File: src/rtl/spi_hd_pkg.sv
package spi_hd_pkg;
  localparam int ADDR_W = 8;
  localparam int REG_W  = 32;
  localparam int PRE_W  = 3;

  localparam logic [ADDR_W-1:0] OFS_STATUS = 8'h00;
  localparam logic [ADDR_W-1:0] OFS_CFG    = 8'h10;
  localparam logic [ADDR_W-1:0] OFS_CTL    = 8'h14;
  localparam logic [ADDR_W-1:0] OFS_DATA   = 8'h20;

  // config field positions
  localparam int CFG_MSB_BIT  = 8;
  localparam int CFG_CPOL_BIT = 6;
  localparam int CFG_RXF_BIT  = 5;
  localparam int CFG_TXF_BIT  = 4;

  // control field positions
  localparam int CTL_HIZ_BIT  = 3;
  localparam int CTL_TX_BIT   = 2;
  localparam int CTL_RX_BIT   = 1;
  localparam int CTL_CS_BIT   = 0;

  typedef struct packed {
    logic             msb_first;
    logic             cpol;
    logic             rx_fall;
    logic             tx_fall;
    logic [PRE_W-1:0] presc;
  } cfg_t;
endpackage

File: src/rtl/spi_hd_regs.sv
module spi_hd_regs
  import spi_hd_pkg::*;
#(
  parameter int BYTE_W = 8
) (
  input  logic              clk,
  input  logic              rst_n,
  input  logic              reg_wr,
  input  logic [ADDR_W-1:0] reg_addr,
  input  logic [REG_W-1:0]  reg_wdata,
  input  logic              busy,
  input  logic              rx_done,
  input  logic [BYTE_W-1:0] rx_byte,
  output cfg_t              cfg_q,
  output logic              cs_n_q,
  output logic              hiz_q,
  output logic [BYTE_W-1:0] data_q,
  output logic              start,
  output logic              start_tx,
  output logic [REG_W-1:0]  reg_rdata
);
  localparam logic [PRE_W-1:0] PRE_OFF = '1;

  logic wr_cfg, wr_ctl, wr_data, cmd_req;

  assign wr_cfg   = reg_wr && (reg_addr == OFS_CFG);
  assign wr_ctl   = reg_wr && (reg_addr == OFS_CTL);
  assign wr_data  = reg_wr && (reg_addr == OFS_DATA);
  assign cmd_req  = reg_wdata[CTL_TX_BIT] || reg_wdata[CTL_RX_BIT];
  assign start    = wr_ctl && cmd_req && !busy && (cfg_q.presc != PRE_OFF);
  assign start_tx = reg_wdata[CTL_TX_BIT];

  always_ff @(posedge clk or negedge rst_n) begin
    if (!rst_n) begin
      cfg_q  <= '0;
      cs_n_q <= 1'b0;
      hiz_q  <= 1'b0;
      data_q <= '0;
    end else begin
      if (wr_cfg && !busy) begin
        cfg_q.msb_first <= reg_wdata[CFG_MSB_BIT];
        cfg_q.cpol      <= reg_wdata[CFG_CPOL_BIT];
        cfg_q.rx_fall   <= reg_wdata[CFG_RXF_BIT];
        cfg_q.tx_fall   <= reg_wdata[CFG_TXF_BIT];
        cfg_q.presc     <= reg_wdata[PRE_W-1:0];
      end
      if (wr_ctl) begin
        cs_n_q <= reg_wdata[CTL_CS_BIT];
        hiz_q  <= reg_wdata[CTL_HIZ_BIT];
      end
      if (rx_done)
        data_q <= rx_byte;
      else if (wr_data && !busy)
        data_q <= reg_wdata[BYTE_W-1:0];
    end
  end

  always_comb begin
    reg_rdata = '0;
    unique case (reg_addr)
      OFS_STATUS: reg_rdata[0] = busy;
      OFS_CFG: begin
        reg_rdata[CFG_MSB_BIT]  = cfg_q.msb_first;
        reg_rdata[CFG_CPOL_BIT] = cfg_q.cpol;
        reg_rdata[CFG_RXF_BIT]  = cfg_q.rx_fall;
        reg_rdata[CFG_TXF_BIT]  = cfg_q.tx_fall;
        reg_rdata[PRE_W-1:0]    = cfg_q.presc;
      end
      OFS_CTL: begin
        reg_rdata[CTL_HIZ_BIT] = hiz_q;
        reg_rdata[CTL_CS_BIT]  = cs_n_q;
      end
      OFS_DATA: reg_rdata[BYTE_W-1:0] = data_q;
      default:  reg_rdata = '0;
    endcase
  end
endmodule

File: src/rtl/spi_hd_clkdiv.sv
module spi_hd_clkdiv #(
  parameter int PRE_W = 3
) (
  input  logic             clk,
  input  logic             rst_n,
  input  logic             run,
  input  logic [PRE_W-1:0] code,
  output logic             tick
);
  localparam int MAX_SH = (1 << PRE_W) - 2;
  localparam int CNT_W  = MAX_SH + 1;

  logic [CNT_W-1:0] cnt;
  logic [CNT_W-1:0] limit;

  assign limit = (CNT_W'(1) << code) - CNT_W'(1);
  assign tick  = run && (cnt == limit);

  always_ff @(posedge clk or negedge rst_n) begin
    if (!rst_n)
      cnt <= '0;
    else if (!run || tick)
      cnt <= '0;
    else
      cnt <= cnt + CNT_W'(1);
  end
endmodule

File: src/rtl/spi_hd_shifter.sv
module spi_hd_shifter #(
  parameter int BYTE_W = 8
) (
  input  logic              clk,
  input  logic              rst_n,
  input  logic              start,
  input  logic              start_tx,
  input  logic [BYTE_W-1:0] tx_byte,
  input  logic              msb_first,
  input  logic              cpol,
  input  logic              rx_fall,
  input  logic              tx_fall,
  input  logic              tick,
  input  logic              miso,
  output logic              busy,
  output logic              sclk_q,
  output logic              mosi_bit,
  output logic              tx_active,
  output logic              rx_done,
  output logic [BYTE_W-1:0] rx_byte
);
  localparam int EDGES = 2 * BYTE_W;
  localparam int EC_W  = $clog2(EDGES + 1);

  logic              is_tx;
  logic [EC_W-1:0]   edge_cnt;
  logic [BYTE_W-1:0] tx_sh, rx_sh, rx_next;
  logic              rising, falling, launch, capture, lead_launch, skip, last;

  assign rising      = tick && !sclk_q;
  assign falling     = tick && sclk_q;
  assign launch      = tx_fall ? falling : rising;
  assign capture     = rx_fall ? falling : rising;
  assign lead_launch = (tx_fall == cpol);
  assign skip        = lead_launch && (edge_cnt == '0);
  assign last        = busy && tick && (edge_cnt == EC_W'(EDGES - 1));

  assign rx_next   = msb_first ? {rx_sh[BYTE_W-2:0], miso} : {miso, rx_sh[BYTE_W-1:1]};
  assign rx_byte   = capture ? rx_next : rx_sh;
  assign rx_done   = last && !is_tx;
  assign mosi_bit  = msb_first ? tx_sh[BYTE_W-1] : tx_sh[0];
  assign tx_active = busy && is_tx;

  always_ff @(posedge clk or negedge rst_n) begin
    if (!rst_n) begin
      busy     <= 1'b0;
      is_tx    <= 1'b0;
      sclk_q   <= 1'b0;
      edge_cnt <= '0;
      tx_sh    <= '0;
      rx_sh    <= '0;
    end else if (start) begin
      busy     <= 1'b1;
      is_tx    <= start_tx;
      sclk_q   <= cpol;
      edge_cnt <= '0;
      tx_sh    <= tx_byte;
      rx_sh    <= '0;
    end else if (busy && tick) begin
      sclk_q   <= ~sclk_q;
      edge_cnt <= edge_cnt + EC_W'(1);
      if (launch && !skip)
        tx_sh <= msb_first ? {tx_sh[BYTE_W-2:0], 1'b0} : {1'b0, tx_sh[BYTE_W-1:1]};
      if (capture && !is_tx)
        rx_sh <= rx_next;
      if (last)
        busy <= 1'b0;
    end
  end
endmodule

File: src/rtl/spi_hd_master.sv
module spi_hd_master
  import spi_hd_pkg::*;
#(
  parameter int BYTE_W = 8
) (
  input  logic              clk,
  input  logic              rst_n,
  input  logic              reg_wr,
  input  logic [ADDR_W-1:0] reg_addr,
  input  logic [REG_W-1:0]  reg_wdata,
  output logic [REG_W-1:0]  reg_rdata,
  output logic              sclk,
  output logic              cs_n,
  output logic              mosi,
  output logic              mosi_oe,
  input  logic              miso
);
  cfg_t              cfg_q;
  logic              busy, start, start_tx, rx_done, tick;
  logic              hiz_q, sclk_q, mosi_bit, tx_active;
  logic [BYTE_W-1:0] data_q, rx_byte;

  spi_hd_regs #(.BYTE_W(BYTE_W)) u_regs (
    .clk(clk), .rst_n(rst_n), .reg_wr(reg_wr), .reg_addr(reg_addr),
    .reg_wdata(reg_wdata), .busy(busy), .rx_done(rx_done), .rx_byte(rx_byte),
    .cfg_q(cfg_q), .cs_n_q(cs_n), .hiz_q(hiz_q), .data_q(data_q),
    .start(start), .start_tx(start_tx), .reg_rdata(reg_rdata)
  );

  spi_hd_clkdiv #(.PRE_W(PRE_W)) u_div (
    .clk(clk), .rst_n(rst_n), .run(busy), .code(cfg_q.presc), .tick(tick)
  );

  spi_hd_shifter #(.BYTE_W(BYTE_W)) u_shift (
    .clk(clk), .rst_n(rst_n), .start(start), .start_tx(start_tx),
    .tx_byte(data_q), .msb_first(cfg_q.msb_first), .cpol(cfg_q.cpol),
    .rx_fall(cfg_q.rx_fall), .tx_fall(cfg_q.tx_fall), .tick(tick),
    .miso(miso), .busy(busy), .sclk_q(sclk_q), .mosi_bit(mosi_bit),
    .tx_active(tx_active), .rx_done(rx_done), .rx_byte(rx_byte)
  );

  assign sclk    = busy ? sclk_q : cfg_q.cpol;
  assign mosi    = tx_active && mosi_bit;
  assign mosi_oe = !hiz_q;
endmodule

File: config.mk
export PLATFORM = sky130hd
export DESIGN_NAME = spi_hd_master
export DESIGN_NICKNAME = d
export VERILOG_FILES = /design/src/rtl/spi_hd_pkg.sv /design/src/rtl/spi_hd_regs.sv /design/src/rtl/spi_hd_clkdiv.sv /design/src/rtl/spi_hd_shifter.sv /design/src/rtl/spi_hd_master.sv
export SDC_FILE = /design/constraint.sdc
export NUM_CORES = 1
export LEC_CHECK = 0
export ABC_AREA = 1
export CORE_MARGIN = 2
export CORE_UTILIZATION = 25
export CTS_CLUSTER_SIZE = 8
export DETAILED_ROUTE_END_ITERATION = 7
export GPL_ROUTABILITY_DRIVEN = 0
export MAX_ROUTING_LAYER = met4
export PLACE_DENSITY = 0.54
export SYNTH_ARGS = -nofsm -noshare
export SYNTH_HDL_FRONTEND = slang
export SYNTH_SLANG_ARGS = --single-unit
File: constraint.sdc
create_clock -name clk -period 4.1 [get_ports clk]
set_input_delay 0.41 -clock clk [delete_from_list [all_inputs] [get_ports clk]]
set_output_delay 0.41 -clock clk [all_outputs]
set_load 0.02 [all_outputs]
==> summary.txt, run 1 <==
Min path
  • Min-delay worst type: in2async

Place
  • Post-placement setup slack: 937 ps
  • Placed cell count: roughly 640
  • PortBufs: 33
  • Hpwl dp: around 6000 um

Routing
  • DRC viols: 0
  • Total wire length: slightly above 8000 um
  • Average routed wire per standard cell: 12.5 um
  • Starting DRT DRC Count: 120
  • Routed Antenna Nets: 0
  • Vias: ~2900
  • Number of vias per cell: 4.41
  • Pre-antenna DRT Iters: 5

Run
  • Max_cap viols: 0

Timing
  • Worst-Margin Slew: ~1000 ps
  • Period utilization: 0.773
  • RSZ-0062 raised after global routing: false
  • Final Hold Viols: 0
  • Rel. slew slack: 0.315
  • Setup Viol. Count Final: 0
  • TNS Setup: 0 ps
  • Fmax: about 0.32 GHz
  • Fin Clk Skew: approximately 8.4 ps
  • Final worst slack: around 930 ps
  • Tmin final: about 3200 ps
  • Pins Over Slew Limit: 0
  • Hold Slack: approximately 230 ps

Finish
  • Nets@finish: around 520
  • Share of layout cells above drive strength 1: 0.0737
  • Most frequent cells in the layout: 118 x nand2_1, 56 x inv_1, 48 x dfrtp_1
  • Commonest non-fill, non-tap cell in the layout: nand2_1
  • Filler cells: between 1000 and 1500
  • Area delta synth->final: 18.0%
  • Antenna cells: 0
  • Non-filler instance count after layout: between 600 and 700

CTS
  • Clock tree sinks: 48
  • CTS buffer count: 5
  • Max Root-Sink Buffers: 2
  • Clock Latency Late Sink: a little under 300 ps
  • # resized after CTS: 0
  • Reg clk slew, reported paths: roughly 60 ps
  • Root Buffer: clkbuf_16
  • # Post-CTS Setup Buffers: 0
  • H-Tree Depth: 2
  • TritonCTS clock tree: built
  • Post-CTS Hold Buffers: 0

Worst setup path
  • Family with the most delay on the worst path: buffers and inverters
  • Most used cell, CP: nor2_1
  • CP Cell Sequence: clkdlybuf4s50_1 -> nor2_1 -> nand2_1 -> nor2_1 -> inv_1 -> nor2_1 -> inv_1 -> o21ai_0 -> clkdlybuf4s50_1
  • CP Buf/Inv Count: 4
  • Crit path DAT: 2760 ps
  • Crit path launch type: primary input
  • Critical Path RT: about 3700 ps
  • Critical Path End Type: output pin
  • CP max-delay cell: clkdlybuf4s50_1
  • Slowest stage delay, CP: 670 ps
  • Crit path max fanout: 5
  • Worst setup path class: in2out
  • Reg2Reg Setup Slack: 1440 ps

Yosys
  • Synth unique cells: 40
  • Synth Area in Adders: 0.0195
  • Compound-Gate Fraction of Synth Area: 0.116
  • Mapped cell area: ~3200 sq um
  • Mux cell area share after synthesis: 0.00703
  • Sequential element share of the synthesized area: 0.375
  • Post-synthesis simple-gate area fraction: 0.316
  • Yosys reg bits: 48
  • Synth Warn #: 0
  • Syn avg cell area: ~7.2 sq um
  • Largest family of logic cells by synthesized area: simple AND/OR/NAND/NOR gates
  • Synthesized instance count: about 440
  • Post-Synth XOR/XNOR Area: 0.0187

Die
  • Site Rows: a little over 40
  • Placeable Area: between 10000 and 15000 sq um
  • DIE HEIGHT: 117 um
  • Initial core utilization: 0.255
  • # IOs: 80
  • Die area: around 14000 sq um
  • Die Wd: about 120 um

Global route
  • GRT busiest layer: met2
  • Initial antenna violation count: 0
  • Grt met2 use: 0.218
  • Met1 usage: 0.161
  • Met3 Use GR: 0.0175
  • Global-route wire length before repair: 13300 um
  • Largest net degree at the start of global routing: between 40 and 50
  • GRT overflow: 0
  • Gr usage total: 0.127
  • Number of global-route vias before repair: roughly 2700

Power and ir drop
  • Pwr/cell area: approximately 520 nW/um^2
  • Leak Pwr: 1.82 nW
  • Max VDD drop: between 0.00015 and 0.0002 V
  • Total power draw: between 1.5 and 2 mW

Status
  • Status: finished clean
## state kept, by name, summed over array words and instances (netlist names)
name,count
u_shift.tx_sh,8
u_shift.busy,1
u_regs.data_q,8
u_shift.is_tx,1
u_regs.cfg_q,7
u_shift.rx_sh,8
u_regs.cs_n_q,1
u_shift.sclk_q,1
u_div.cnt,7
u_regs.hiz_q,1
u_shift.edge_cnt,5
## kinds of logic after synthesis
family / after synthesis
AOI/OAI and AO/OA: 66
xor gates and xnor gates: 6
adders and majority gates: 5
buffers and inverters: 94
DFF: 48
muxes: 2
other: 1
and+or+nand+nor: 221
## per-stage QoR
step | util | cell area [sq um]
2_1_floorplan | - | 3290
3_3_place_gp | 0.287 | 3610
3_5_place_dp | 0.287 | 3610
4_1_cts | 0.301 | 3780
5_1_grt | 0.301 | 3780
6_report | 0.301 | 3780
## per-layer routing
layer / wire length, um / up-vias
met5: 0 / -
met4: 68 / 0
met3: 449 / 6
met2: 3840 / 78
met1: 3720 / 1326
li1: - / 1441
## final timing paths
check,from,cells after the start,to
worst max-delay path,reg_addr[1],9,reg_rdata[0]
worst min-delay path,rst_n,2,u_regs.cfg_q[0]$_DFFE_PN0P_
worst max register to register,u_regs.cfg_q[1]$_DFFE_PN0P_,15,u_regs.data_q[0]$_DFFE_PN0P_
worst min register to register,u_regs.data_q[1]$_DFFE_PN0P_,2,u_regs.data_q[1]$_DFFE_PN0P_
max in group asynchronous,rst_n,2,u_div.cnt[0]$_DFF_PN0_
min in group clk,u_regs.data_q[1]$_DFFE_PN0P_,2,u_regs.data_q[1]$_DFFE_PN0P_
## layout make-up
class,instances,area [sq um],area share
clock inverter,3,47.5,0.0126
inverter,60,228,0.0602
timing repair buffer,36,348,0.0920
sequential,48,1200,0.318
clock buffer,5,125,0.0331
tap,172,215,0.0569
multi-input combinational,323,1620,0.427
## power breakdown
group / internal [mW] / switching [mW]
Combinational: 0.259 / 0.508
Sequential: 0.603 / 0.116
Clock: 0.290 / 0.188
## synth_stat cells (all sizes together)
master	number	area share
a21oi	7	0.011
a221oi	1	0.0027
a22oi	1	0.0023
a31oi	2	0.0039
and2	1	0.0023
buf	27	0.067
clkbuf	7	0.0082
conb	1	0.0012
dfrtp	48	0.37
ha	5	0.020
inv	60	0.071
mux2	2	0.0070
nand2	123	0.15
nand3	42	0.067
nand4	7	0.018
nor2	41	0.062
nor3	3	0.0047
nor3b	3	0.0086
nor4	1	0.0020
o211ai	5	0.016
o21ai	45	0.070
o22ai	5	0.0098
xnor2	4	0.013
xor2	2	0.0055
Note: power is estimated with default switching activity, not from simulation.
==> inputs of run 2 (changes only) <==
==> constraint.sdc (replaced) <==
create_clock -name clk -period 3.2 [get_ports clk]
set_input_delay 0.32 -clock clk [delete_from_list [all_inputs] [get_ports clk]]
set_output_delay 0.32 -clock clk [all_outputs]
set_load 0.02 [all_outputs]
==> run 2 against run 1 <==
Count of clock-buffer cells in the layout rose by 1. First-iteration DRC count rose by 13%. Critical path type unchanged. Combinational power rose by 30%. Global-route usage rose by 0.48 points. Utilization rose by 0.10 points.
==> summary.txt, run 2 (same netlist as run 1, synthesis figures left out) <==
Status
  • Status: finished clean (unchanged)

Routing
  • Average routed wire per standard cell: 12.7 um (was 12.5 um)
  • Number of vias per cell: 4.35 (was 4.41)
  • Routed Antenna Nets: 0 (unchanged)
  • Pre-antenna DRT Iters: 5 (unchanged)
  • Vias: 2830 (was 2851)
  • Starting DRT DRC Count: 136 (was 120)
  • Total wire length: 8250 um (was 8080 um)
  • DRC viols: 0 (unchanged)

Finish
  • Core Util, Final: 0.302 (was 0.301)
  • Share of layout cells above drive strength 1: 0.0814 (was 0.0737)
  • Most frequent cells in the layout: 118 x nand2_1, 56 x inv_1, 48 x dfrtp_1 (unchanged)
  • Nets@finish: 528 (was 523)
  • Top flop regs: u_regs.data_q (8), u_shift.rx_sh (8), u_shift.tx_sh (8) (unchanged)
  • Commonest non-fill, non-tap cell in the layout: nand2_1 (unchanged)
  • Antenna cells: 0 (unchanged)
  • Area delta synth->final: 18.4% (was 18.0%)

CTS
  • Max Root-Sink Buffers: 2 (unchanged)
  • # resized after CTS: 0 (unchanged)
  • Clock tree sinks: 48 (unchanged)
  • Post-CTS Hold Buffers: 0 (unchanged)
  • Root Buffer: clkbuf_16 (unchanged)
  • H-Tree Depth: 2 (unchanged)
  • # Post-CTS Setup Buffers: 0 (unchanged)
  • CTS buffer count: 5 (unchanged)
  • TritonCTS clock tree: built (unchanged)
  • Reg clk slew, reported paths: 70 ps (was 60 ps)
  • Clock Latency Late Sink: 290 ps (about the same)

Die
  • Placeable Area: 12600 sq um (unchanged)
  • Die area: 13700 sq um (unchanged)
  • # IOs: 80 (unchanged)
  • DIE HEIGHT: 117 um (unchanged)
  • Die Wd: 117 um (unchanged)
  • Initial core utilization: 0.255 (unchanged)
  • Site Rows: 41 (unchanged)

Power and ir drop
  • Switch Pwr: 1.04 mW (was 812 uW)
  • Logic pwr share: 0.408 (was 0.390)
  • Total power draw: 2.46 mW (was 1.96 mW)
  • Net Sw Frac: 0.422 (was 0.413)
  • Max VDD drop: 0.000240 V (was 0.000193 V)
  • Pint: 1.42 mW (was 1.15 mW)
  • Leak Pwr: 1.83 nW (was 1.82 nW)
  • Clock share of power: 0.217 (was 0.243)
  • Pwr/cell area: 649 nW/um^2 (was 520 nW/um^2)
  • Flop pwr share: 0.374 (was 0.366)

Worst setup path
  • Critical Path RT: 2880 ps (was 3690 ps)
  • Reg2Reg Setup Slack: 550 ps (was 1440 ps)
  • Worst setup path class: in2out (unchanged)
  • CP Cell Sequence: clkdlybuf4s50_1 -> nor2_1 -> nand3_1 -> nor3b_2 -> a221oi_1 -> o21ai_0 -> clkdlybuf4s50_1 (was clkdlybuf4s50_1 -> nor2_1 -> nand2_1 -> nor2_1 -> inv_1 -> nor2_1 -> inv_1 -> o21ai_0 -> clkdlybuf4s50_1)
  • Most used cell, CP: clkdlybuf4s50_1 (was nor2_1)
  • Beginning of the critical path: reg_addr[7] (was reg_addr[1])
  • Slowest stage delay, CP: 660 ps (was 670 ps)
  • Crit path DAT: 2420 ps (was 2760 ps)
  • Critical Path End Type: output pin (unchanged)
  • Crit path launch type: primary input (unchanged)
  • CP max-delay cell: clkdlybuf4s50_1 (unchanged)
  • Crit path max fanout: 4 (was 5)
  • FF-to-FF Start: u_regs.cfg_q[2]$_DFFE_PN0P_ (was u_regs.cfg_q[1]$_DFFE_PN0P_)

Timing
  • Final Hold Viols: 0 (unchanged)
  • Setup Viol. Count Final: 0 (unchanged)
  • Fin Clk Skew: 12.2 ps (was 8.44 ps)
  • Pins Over Slew Limit: 0 (unchanged)
  • Hold Slack: 174 ps (was 228 ps)
  • Rel. slew slack: 0.367 (was 0.315)
  • Final worst slack: 461 ps (was 933 ps)
  • Period utilization: 0.856
  • RSZ-0062 raised after global routing: false (unchanged)
  • Fmax: approximately 0.37 GHz
  • TNS Setup: 0 ps (unchanged)
  • Worst-Margin Slew: 949 ps (was 1020 ps)
  • Tmin final: between 2000 and 3000 ps

Place
  • PortBufs: 33 (unchanged)
  • Post-placement setup slack: 464 ps (was 937 ps)
  • Hpwl dp: 6360 um (was 6170 um)

Global route
  • Largest net degree at the start of global routing: 40 (was 49)
  • Number of global-route vias before repair: 2670 (was 2653)
  • Initial antenna violation count: 0 (unchanged)
  • GRT overflow: 0 (unchanged)
  • Gr usage total: 0.132 (was 0.127)
  • Global-route wire length before repair: 13600 um (was 13300 um)

Run
  • Max_cap viols: 0 (unchanged)

Min path
  • Min-delay worst type: in2async (unchanged)
[run 2: cell count changes in the layout (fill, tap and decap cells not counted)]
cell       delta
buf_4         +5
bufinv_16     -1
clkbuf_8      +1
clkinv_4      -1
[run 2: final timing paths]
path                                                endpoint  depth (start not counted)
worst max-delay path                            reg_rdata[0]                          7
max in group asynchronous          u_regs.cs_n_q$_DFFE_PN0P_                          2
min in group clk                u_regs.data_q[1]$_DFFE_PN0P_                          2
worst max register to register  u_shift.rx_sh[2]$_DFFE_PN0P_                         16
worst min-delay path                  u_div.cnt[6]$_DFF_PN0_                          1
worst min register to register  u_regs.data_q[1]$_DFFE_PN0P_                          2
[run 2: per-layer routing]
metal	GRT usage	routed length (um)	part of all wire
met1	0.171	3900	0.47
met2	0.213	3870	0.47
met3	0.0227	402	0.049
met4	0.0337	80	0.0097
met5	-	0	0
[run 2: worst max-delay path: cells and delay by family]
family	cells	cell delay, ps
buf+inv	2	1060
simple gates	3	710
compound gates	2	320
[run 2: area by class of cell]
type                    instances  area (sq um)
repair buffers                 41           385
multi-input cells             323          1620
inverters                      60           228
clock buffers                   6           139
fillers                      1357          8780
flip-flops and latches         48          1200
well taps                     172           215
clock inverters                 1          8.76
[run 2: power by group through the flow]
stage | clock network (mW) | logic [mW] | registers [mW]
global placement | 0 | 0.979 | 0.926
finish | 0.535 | 1.00 | 0.922
floorplan | 0 | 0.812 | 0.874
CTS | 0.554 | 1.01 | 0.920
detailed placement | 0 | 1.00 | 0.932
global route | 0.581 | 1.15 | 0.948
[run 2: metrics by stage]
step                instances  cell area (sq um)
floorplan                 465               3290
global placement          644               3640
detailed placement        644               3640
CTS                       651               3790
global route              651               3790
finish                    651               3790
==> inputs of run 3 (changes only) <==
--- a/config.mk
+++ b/config.mk
@@ -13,6 +13,7 @@
 export GPL_ROUTABILITY_DRIVEN = 0
 export MAX_ROUTING_LAYER = met4
 export PLACE_DENSITY = 0.54
+export RECOVER_POWER = 100
 export SYNTH_ARGS = -nofsm -noshare
 export SYNTH_HDL_FRONTEND = slang
 export SYNTH_SLANG_ARGS = --single-unit
==> run 3 against run 2 <==
The flow now finishes with violations (max-capacitance violations, max-slew violations). Count of clock-buffer cells in the layout is the same. Maximum frequency fell by 4.6%. Worst setup slack worse by 130 ps. Flip-flop and latch count is the same. Power decreased by 1.2%. Critical path depth stayed put. Clock power barely moved. Final area decreased by 0.76%. Global-route usage unchanged. Cell count unchanged. First-iteration DRC count grew 0.74%. Die area unchanged. Largest cell class unchanged. Highest routed layer unchanged.
==> summary.txt, run 3 (same netlist as run 1, synthesis figures left out) <==
Status
  • Status: finished, violations left (was finished clean)
  • Failing checks: max-capacitance violations, max-slew violations

Power and ir drop
  • Max VDD drop: 0.000239 V (was 0.000240 V)
  • Leak Pwr: 1.85 nW (was 1.83 nW)
  • Total power draw: 2.43 mW (was 2.46 mW)
  • Pwr/cell area: 646 nW/um^2 (was 649 nW/um^2)

CTS
  • # resized after CTS: 0 (unchanged)
  • CTS buffer count: 5 (unchanged)
  • H-Tree Depth: 2 (unchanged)
  • Max Root-Sink Buffers: 2 (unchanged)
  • Clock Latency Late Sink: 290 ps (about the same)
  • Post-CTS Hold Buffers: 0 (unchanged)
  • # Post-CTS Setup Buffers: 0 (unchanged)
  • Root Buffer: clkbuf_16 (unchanged)
  • Clock tree sinks: 48 (unchanged)
  • Reg clk slew, reported paths: 60 ps (was 70 ps)
  • TritonCTS clock tree: built (unchanged)

Worst setup path
  • Crit path to: reg_rdata[0] (unchanged)
  • Crit path max fanout: 4 (unchanged)
  • Beginning of the critical path: reg_addr[7] (unchanged)
  • FF-to-FF Start: u_regs.cfg_q[2]$_DFFE_PN0P_ (unchanged)
  • Reg2Reg Setup Slack: 460 ps (was 550 ps)
  • Worst reg2reg path endpoint: u_shift.rx_sh[2]$_DFFE_PN0P_ (unchanged)
  • CP max-delay cell: clkdlybuf4s50_1 (unchanged)
  • CP Cell Sequence: dlygate4sd3_1 -> nor2_1 -> nand3_1 -> nor3b_2 -> a221oi_1 -> o21ai_0 -> clkdlybuf4s50_1 (was clkdlybuf4s50_1 -> nor2_1 -> nand3_1 -> nor3b_2 -> a221oi_1 -> o21ai_0 -> clkdlybuf4s50_1)
  • Critical Path RT: 2880 ps (about the same)
  • FF-to-FF path depth: 16 (unchanged)
  • Critical Path End Type: output pin (unchanged)
  • Worst setup path class: in2out (unchanged)
  • Crit path launch type: primary input (unchanged)
  • Slowest stage delay, CP: 660 ps (about the same)
  • Crit path DAT: 2550 ps (was 2420 ps)

Place
  • Hpwl dp: 6360 um (unchanged)
  • DP Area: 3640 sq um (unchanged)
  • Post-placement setup slack: 464 ps (unchanged)
  • PortBufs: 33 (unchanged)

Die
  • Placeable Area: 12600 sq um (unchanged)
  • DIE HEIGHT: 117 um (unchanged)
  • Site Rows: 41 (unchanged)
  • Die area: 13700 sq um (unchanged)
  • Initial core utilization: 0.255 (unchanged)
  • Die Wd: 117 um (unchanged)
  • # IOs: 80 (unchanged)

Global route
  • Gr usage total: 0.132 (unchanged)
  • Number of global-route vias before repair: 2670 (unchanged)
  • GRT overflow: 0 (unchanged)
  • Initial antenna violation count: 0 (unchanged)
  • Largest net degree at the start of global routing: 40 (unchanged)
  • Global-route wire length before repair: 13600 um (unchanged)

Finish
  • Commonest non-fill, non-tap cell in the layout: nand2_1 (unchanged)
  • Fin area: 3760 sq um (was 3790 sq um)
  • Nets@finish: 528 (unchanged)
  • Most frequent cells in the layout: 120 x nand2_1, 56 x inv_1, 48 x dfrtp_1 (was 118 x nand2_1, 56 x inv_1, 48 x dfrtp_1)
  • Share of layout cells above drive strength 1: 0.0668 (was 0.0814)
  • Top flop regs: u_regs.data_q (8), u_shift.rx_sh (8), u_shift.tx_sh (8) (unchanged)
  • Antenna cells: 0 (unchanged)
  • Core Util, Final: 0.299 (was 0.302)
  • Area delta synth->final: 17.5% (was 18.4%)

Timing
  • TNS Setup: 0 ps (unchanged)
  • Setup Viol. Count Final: 0 (unchanged)
  • RSZ-0062 raised after global routing: false (unchanged)
  • Final Hold Viols: 0 (unchanged)
  • Pins Over Slew Limit: 40 (was 0)
  • Worst-Margin Slew: 2260 ps (was 949 ps)
  • Tmin final: 2870 ps (was 2740 ps)
  • Rel. slew slack: -0.509 (was 0.367)
  • Period utilization: 0.898 (was 0.856)
  • Fmax: 0.348 GHz (was 0.365 GHz)
  • Final worst slack: 328 ps (was 461 ps)
  • Fin Clk Skew: 11.4 ps (was 12.2 ps)

Routing
  • Vias: 2837 (was 2830)
  • Number of vias per cell: 4.36 (was 4.35)
  • Starting DRT DRC Count: 137 (was 136)
  • Average routed wire per standard cell: 12.7 um (about the same)
  • DRC viols: 0 (unchanged)
  • Total wire length: 8270 um (was 8250 um)
  • Routed Antenna Nets: 0 (unchanged)
  • Pre-antenna DRT Iters: 4 (was 5)

Min path
  • Min-delay worst type: reg2reg (was in2async)

Run
  • Max_cap viols: 1 (was 0)
run 3: cell types whose count changed in the layout (fill, tap and decap cells not counted), moves of 2 or more:
cell,previous run,this run
clkdlybuf4s50_1,32,19
nand2_1,118,120
buf_4,8,5
clkbuf_1,0,3
dlygate4sd3_1,0,13
run 3: critical path, delay by kind of cell:
kind	cells	cell delay [ps]
AOI/OAI and AO/OA	2	310
buffers and inverters	2	1200
and+or+nand+nor	3	730
run 3: stage by stage:
step | hold slack [ps] | std cells
after global placement | 468 | 644
after global routing | 501 | 651
after CTS | 219 | 651
after floorplan | 24.4 | 465
after detailed placement | 471 | 644
final | 484 | 651
run 3: routing by layer:
| metal | vias to the layer above | GRT usage | part of all wire |
|---|---|---|---|
| li1 | 1448 | - | - |
| met4 | 0 | 0.0337 | 0.014 |
| met2 | 69 | 0.213 | 0.47 |
| met3 | 8 | 0.0227 | 0.040 |
| met5 | - | - | 0 |
| met1 | 1312 | 0.171 | 0.47 |
run 3: report_power, final:
group          leakage, nW  total [mW]  switching (mW)  internal (mW)
logic                 1.16       0.978           0.651          0.327
clock network       0.0729       0.533           0.225          0.308
registers            0.616       0.922           0.148          0.773
total                 1.85        2.43            1.02           1.41
run 3: how the worst min path moves through the flow:
stage	from	end	slack, ps	depth (start not counted)
6_report	u_regs.data_q[1]$_DFFE_PN0P_	u_regs.data_q[1]$_DFFE_PN0P_	480	2
5_1_grt	u_regs.data_q[7]$_DFFE_PN0P_	u_regs.data_q[7]$_DFFE_PN0P_	500	2
4_1_cts	rst_n	u_div.cnt[6]$_DFF_PN0_	220	1
3_5_place_dp	u_regs.data_q[7]$_DFFE_PN0P_	u_regs.data_q[7]$_DFFE_PN0P_	470	2
3_3_place_gp	u_regs.data_q[2]$_DFFE_PN0P_	u_regs.data_q[2]$_DFFE_PN0P_	470	2
2_1_floorplan	rst_n	u_div.cnt[0]$_DFF_PN0_	20	0
run 3: area by class of cell:
class | instances | area (sq um)
fillers | 1367 | 8800
multi-input cells | 323 | 1600
flip-flops and latches | 48 | 1200
repair buffers | 41 | 374
inverters | 60 | 228
well taps | 172 | 215
clock buffers | 6 | 139
clock inverters | 1 | 8.76
